**config.mk**
```make
export PLATFORM = sky130hd
export DESIGN_NAME = evo_ctrl
export DESIGN_NICKNAME = d
export VERILOG_FILES = /design/src/rtl/evo_pkg.sv /design/src/rtl/evo_regs.sv /design/src/rtl/evo_combine.sv /design/src/rtl/evo_chan.sv /design/src/rtl/evo_ctrl.sv
export SDC_FILE = /design/constraint.sdc
export NUM_CORES = 1
export LEC_CHECK = 0
export ABC_AREA = 0
export BUFFER_PORTS_ARGS = -buffer_cell sky130_fd_sc_hd__buf_4
export CORE_MARGIN = 2
export CORE_UTILIZATION = 51
export DETAILED_ROUTE_END_ITERATION = 12
export GPL_TIMING_DRIVEN = 0
export HOLD_SLACK_MARGIN = 0.1
export PLACE_DENSITY = 0.9
export SLEW_MARGIN = 20
export SYNTH_ARGS = -nofsm -noshare
export SYNTH_HDL_FRONTEND = slang
export SYNTH_SLANG_ARGS = --single-unit
```
**constraint.sdc**
```tcl
create_clock -name clk -period 0.9 [get_ports clk]
set_input_delay 0.18 -clock clk [delete_from_list [all_inputs] [get_ports clk]]
set_output_delay 0.18 -clock clk [all_outputs]
set_load 0.005 [all_outputs]
```
**src/rtl/evo_pkg.sv**
```systemverilog
package evo_pkg;
  localparam int unsigned EVW     = 8;
  localparam int unsigned B_VOLT  = 7;
  localparam int unsigned B_THERM = 6;
  localparam int unsigned B_FAN   = 5;
  localparam int unsigned B_RSVD  = 4;
  localparam int unsigned MAX_GPIO = 4;

  typedef logic [EVW-1:0] evmask_t;

  typedef struct packed {
    logic volt;
    logic therm;
    logic fan;
  } mon_t;

  localparam evmask_t MASK_RESET = ~(evmask_t'(1) << B_RSVD);
endpackage

```
**src/rtl/evo_regs.sv**
```systemverilog
module evo_regs
  import evo_pkg::*;
#(
  parameter int unsigned NUM_OUT = 2,
  parameter int unsigned ADDR_W  = 2
) (
  input  logic                        clk,
  input  logic                        rst_n,
  input  logic                        we,
  input  logic [ADDR_W-1:0]           addr,
  input  logic [EVW-1:0]              wdata,
  output logic [EVW-1:0]              rdata,
  output logic [NUM_OUT-1:0][EVW-1:0] mask_q,
  output logic [NUM_OUT-1:0]          latch_q,
  output logic [NUM_OUT-1:0]          pol_q,
  output logic [NUM_OUT-1:0]          clr_o
);
  localparam int unsigned A_CFG = NUM_OUT;
  localparam int unsigned A_CLR = NUM_OUT + 1;

  logic [NUM_OUT-1:0][EVW-1:0] mask_d;
  logic [NUM_OUT-1:0]          latch_d;
  logic [NUM_OUT-1:0]          pol_d;
  logic                        cfg_wr;
  logic                        clr_wr;

  assign cfg_wr = we && (addr == ADDR_W'(A_CFG));
  assign clr_wr = we && (addr == ADDR_W'(A_CLR));

  // next state
  always_comb begin
    mask_d  = mask_q;
    latch_d = latch_q;
    pol_d   = pol_q;
    for (int i = 0; i < NUM_OUT; i++) begin
      if (we && (addr == ADDR_W'(i))) begin
        mask_d[i]         = wdata;
        mask_d[i][B_RSVD] = 1'b0;
      end
    end
    if (cfg_wr) begin
      latch_d = wdata[NUM_OUT-1:0];
      pol_d   = wdata[2*NUM_OUT-1:NUM_OUT];
    end
  end

  assign clr_o = clr_wr ? wdata[NUM_OUT-1:0] : '0;

  // registers
  always_ff @(posedge clk or negedge rst_n) begin
    if (!rst_n) begin
      for (int i = 0; i < NUM_OUT; i++) mask_q[i] <= MASK_RESET;
      latch_q <= '0;
      pol_q   <= '0;
    end else begin
      mask_q  <= mask_d;
      latch_q <= latch_d;
      pol_q   <= pol_d;
    end
  end

  // read mux
  always_comb begin
    rdata = '0;
    for (int i = 0; i < NUM_OUT; i++) begin
      if (addr == ADDR_W'(i)) rdata = mask_q[i];
    end
    if (addr == ADDR_W'(A_CFG)) begin
      rdata[NUM_OUT-1:0]         = latch_q;
      rdata[2*NUM_OUT-1:NUM_OUT] = pol_q;
    end
  end
endmodule

```
**src/rtl/evo_combine.sv**
```systemverilog
module evo_combine
  import evo_pkg::*;
#(
  parameter int unsigned NUM_GPIO = 4
) (
  input  logic [NUM_GPIO-1:0] gpio,
  input  mon_t                mon,
  input  logic [EVW-1:0]      mask,
  output logic                hit
);
  logic [EVW-1:0] evt_vec;

  always_comb begin
    evt_vec          = '0;
    evt_vec[B_VOLT]  = mon.volt;
    evt_vec[B_THERM] = mon.therm;
    evt_vec[B_FAN]   = mon.fan;
    for (int i = 0; i < NUM_GPIO; i++) evt_vec[i] = gpio[i];
  end

  assign hit = |(evt_vec & ~mask);
endmodule

```
**src/rtl/evo_chan.sv**
```systemverilog
module evo_chan (
  input  logic clk,
  input  logic rst_n,
  input  logic latch_en,
  input  logic pol,
  input  logic hit,
  input  logic clr,
  output logic act_q,
  output logic pin
);
  logic act_d;

  always_comb begin
    if (latch_en) act_d = hit | (act_q & ~clr);
    else          act_d = hit;
  end

  always_ff @(posedge clk or negedge rst_n) begin
    if (!rst_n) act_q <= 1'b0;
    else        act_q <= act_d;
  end

  assign pin = pol ? act_q : ~act_q;
endmodule

```
**src/rtl/evo_ctrl.sv**
```systemverilog
module evo_ctrl
  import evo_pkg::*;
#(
  parameter int unsigned NUM_OUT  = 2,
  parameter int unsigned NUM_GPIO = 4,
  parameter int unsigned ADDR_W   = $clog2(NUM_OUT + 2)
) (
  input  logic                clk,
  input  logic                rst_n,
  input  logic                reg_we,
  input  logic [ADDR_W-1:0]   reg_addr,
  input  logic [EVW-1:0]      reg_wdata,
  output logic [EVW-1:0]      reg_rdata,
  input  logic [NUM_GPIO-1:0] gpio_evt,
  input  logic                mon_volt,
  input  logic                mon_therm,
  input  logic                mon_fan,
  output logic [NUM_OUT-1:0]  evt_pin
);
  logic [1:0]                  rst_sync;
  logic                        rst_q_n;
  logic [NUM_OUT-1:0][EVW-1:0] mask_v;
  logic [NUM_OUT-1:0]          latch_v;
  logic [NUM_OUT-1:0]          pol_v;
  logic [NUM_OUT-1:0]          clr_v;
  logic [NUM_OUT-1:0]          hit_v;
  logic [NUM_OUT-1:0]          act_v;
  mon_t                        mon;

  // reset: asserted asynchronously, released on the clock
  always_ff @(posedge clk or negedge rst_n) begin
    if (!rst_n) rst_sync <= 2'b00;
    else        rst_sync <= {rst_sync[0], 1'b1};
  end
  assign rst_q_n = rst_sync[1];

  assign mon = '{volt: mon_volt, therm: mon_therm, fan: mon_fan};

  evo_regs #(.NUM_OUT(NUM_OUT), .ADDR_W(ADDR_W)) regs_i (
    .clk    (clk),
    .rst_n  (rst_q_n),
    .we     (reg_we),
    .addr   (reg_addr),
    .wdata  (reg_wdata),
    .rdata  (reg_rdata),
    .mask_q (mask_v),
    .latch_q(latch_v),
    .pol_q  (pol_v),
    .clr_o  (clr_v)
  );

  for (genvar n = 0; n < NUM_OUT; n++) begin : g_out
    evo_combine #(.NUM_GPIO(NUM_GPIO)) comb_i (
      .gpio(gpio_evt),
      .mon (mon),
      .mask(mask_v[n]),
      .hit (hit_v[n])
    );
    evo_chan chan_i (
      .clk     (clk),
      .rst_n   (rst_q_n),
      .latch_en(latch_v[n]),
      .pol     (pol_v[n]),
      .hit     (hit_v[n]),
      .clr     (clr_v[n]),
      .act_q   (act_v[n]),
      .pin     (evt_pin[n])
    );
  end
endmodule

```
==> run metrics <==
Hold Crit Class input port to register; Post-Syn Nets roughly 120; CP delay by family, top flip-flops; most common cell in the netlist dfstp_2; count of cell types in the netlist 20; failing checks setup timing; Initial Util 0.5545; Area Growth Syn to Fin 49.22%; Post-synth EDFFs 0; Clock power frac 0.246; Initial DRT Pass Iterations 4; die height 50.89 um; slowest stage delay, CP 0.58 ns; FF-to-FF End g_out[1].chan_i.act_q$_DFF_PN0_; Num CTS Buffers 3; worst hold margin roughly 0.11 ns; worst path required time 0.72 ns; post-synthesis register bit count 22; Filler cells 102; ANT cells 0; Critical Path Fanout Max 2; DP HPWL 1891 um; largest net degree at the start of global routing 21; Total Nets Final 176; Max Fclk approximately 700 MHz; Rows 16; Net Switching roughly 0.0008 W; status finished with violations; min Tclk post-route 1.437 ns; clk_skew between 0.01 and 0.015 ns; clock slew at reported path FFs roughly 0.13 ns; final std cells w/o fill 182; Arrival @ worst endpoint 1.26 ns; core area a little over 2000 um^2; CP Cell Sequence mux2i_2 -> nor2_1 -> buf_4; Hold Fails Final Rpt 0; prevailing post-synth register cell dfstp_2; register area share after synthesis 0.5067; DR vias 990; Post-synth top cells 14 x dfstp_2, 13 x mux2_2, 10 x inv_1, 10 x nand2_1, 9 x o21ai_0; H-tree depth 1; first-pass GRT wire length between 4000 and 5000 um; Syn. warnings 0; Routed WL per cell 17.10 um; CTS tree built; switching share of power 0.2636; Hold Path End regs_i.pol_q[1]$_DFFE_PN0P_; die area 2589 um^2; final core occ 0.8274; Post-DP Area roughly 1400 um^2; DR DRC count 0; # setup viols final 13; layout cells sized above 1 0.5677; Buffers on Ports 27; vias in the first global route 1071; Comb pwr share 0.307; sequential share of power 0.447; CP max-delay cell dfstp_2; Die X 50.89 um; kind of critical path register to output port; Setup crit end kind output port; GP Congestion roughly 0.73; Post-Syn Area roughly 1100 um^2; Reg2Reg Depth 4; post-route cell area between 1500 and 2000 um^2; RSZ-0062 raised after global routing yes; initial antenna violation count 0; vias per cell between 5 and 6; VDD IR max 1695 uV; R2R Setup Slk -0.38 ns; Final WS setup -0.5369 ns; CTS Sinks 22; HP Start reg_wdata[3]; Critical Path Source Type register; drt total wl 3112 um; Longest Clk Path Bufs 2; Pleak 0.8031 nW; top post-synthesis cells by area dfstp_2 33%, dfrtp_1 18%, mux2_2 13%, mux2i_1 6.3%, o21ai_0 4.0%; Overflow after GRT 0; synthesized instance count 103; max-cap violations 0; Slew Viols, Final 0; Placed Cells 157; internal power approximately 0.0023 W; Pwr Density roughly 1800 nW/um^2; # IOs 30; post-synthesis async set-or-reset flop share 1.000; GRT Total Usage 0.2639; Tcrit/Tclk final 1.597; worst skew pair latency approximately 0.32 ns; CP Buf/Inv Count 1; DRT iter0 DRCs 20; syn_area_per_cell 10.88 um^2; Final ANT Viol Nets 0; cell taking the most area after synthesis dfstp_2; clock root buffer clkbuf_4; worst hold path stage count 2; top cell type's share of synthesized area 0.3281; Reg-to-Reg Start regs_i.mask_q[8]$_DFFE_PN1P_
==> worst max path at each step <==
stage,startpoint,to,slack [ns],depth (start not counted)
floorplan,regs_i.mask_q[8]$_DFFE_PN1P_,g_out[1].chan_i.act_q$_DFF_PN0_,-0.16,3
global placement,regs_i.mask_q[8]$_DFFE_PN1P_,g_out[1].chan_i.act_q$_DFF_PN0_,-0.28,3
detailed placement,reg_addr[1],regs_i.mask_q[2]$_DFFE_PN1P_,-0.31,6
CTS,regs_i.mask_q[8]$_DFFE_PN1P_,reg_rdata[0],-0.49,3
global route,regs_i.mask_q[5]$_DFFE_PN1P_,reg_rdata[5],-0.60,3
finish,regs_i.mask_q[13]$_DFFE_PN1P_,reg_rdata[5],-0.54,3
==> power groups by stage <==
| stage | logic (W) | registers (W) | clock network (W) |
|---|---|---|---|
| after CTS | 0.000858 | 0.00135 | 0.000775 |
| after global routing | 0.00101 | 0.00141 | 0.000817 |
| after global placement | 0.000659 | 0.00137 | 0 |
| final | 0.000946 | 0.00138 | 0.000760 |
| after detailed placement | 0.000687 | 0.00139 | 0 |
| after floorplan | 0.000431 | 0.00134 | 0 |
==> registers in the layout, summed over array words and instances (netlist names) <==
register / count
g_out.chan_i.act_q: 2
regs_i.latch_q: 2
regs_i.mask_q: 14
regs_i.pol_q: 2
rst_sync: 2
==> repair_timing <==
item,in CTS,in global routing
hold endpoints to repair,10,2
buffers inserted,12,5
cloned,0,0
setup endpoints to repair,11,23
pin swaps,5,5
hold buffers,6,2
resized for setup,3,16
==> worst reg2reg max path, stage by stage, from the launching register on <==
cell	delay (ns)
dfstp_2	0.56
buf_6	0.10
inv_2	0.03
a222oi_1	0.35
nand4_1	0.13
==> area by class of cell <==
class	count	area (um^2)	area share
Tap cell	27	33.78	0.02019
Timing Repair Buffer	50	417.9	0.2498
Inverter	10	37.54	0.02244
Clock inverter	1	30.03	0.01795
Multi-Input combinational cell	65	524.3	0.3134
Sequential cell	22	569.3	0.3403
Clock buffer	3	22.52	0.01346
Buffer	4	37.54	0.02244
==> kinds of logic after synthesis <==
kind of cell / Yosys count / synth area share
xor gates and xnor gates: 2 / 0.01563
buffers and inverters: 16 / 0.06920
muxes: 20 / 0.1931
AOI/OAI and AO/OA: 15 / 0.07589
and+or+nand+nor: 26 / 0.1328
DFF: 22 / 0.5067
other: 2 / 0.006699
==> stage by stage <==
stage	setup WS (ns)	total power (W)	TNS, ns
2_1_floorplan	-0.1636	0.001775	-0.4429
3_3_place_gp	-0.2758	0.002029	-5.486
3_5_place_dp	-0.3057	0.002078	-6.096
4_1_cts	-0.4914	0.002985	-4.641
5_1_grt	-0.5978	0.003234	-5.424
6_report	-0.5369	0.003086	-4.701
==> layout by cell type (no fill, tap or decap) <==
master	netlist	final
clkbuf_4	0	3
buf_6	0	6
o21ai_2	0	1
buf_8	0	1
conb_1	2	2
o21ai_1	0	7
mux2i_1	7	6
a222oi_1	2	2
dlygate4sd3_1	0	8
nand2_1	10	9
nand3_1	2	2
nand4_1	4	4
nor2_1	3	3
mux2i_2	0	1
and2b_2	0	1
bufinv_16	0	1
o21ai_0	9	1
dfrtp_2	0	1
dfrtp_1	8	7
nand2_4	0	1
dfstp_2	14	14
xnor2_1	2	2
nor2b_1	4	4
a21oi_1	4	4
inv_2	0	4
nand3b_4	1	1
nor3b_4	0	1
mux2_2	13	6
buf_4	4	39
inv_1	10	6
mux2_4	0	7
==> routing by layer <==
layer  share of wire  vias up  global-route usage
li1                -      455                   -
met1            0.40      476              0.2741
met2            0.51       45              0.4671
met3           0.053       14             0.08187
met4           0.042        0              0.1532
met5               0        -                   0
No activity file was read; power rests on OpenSTA's default activity.
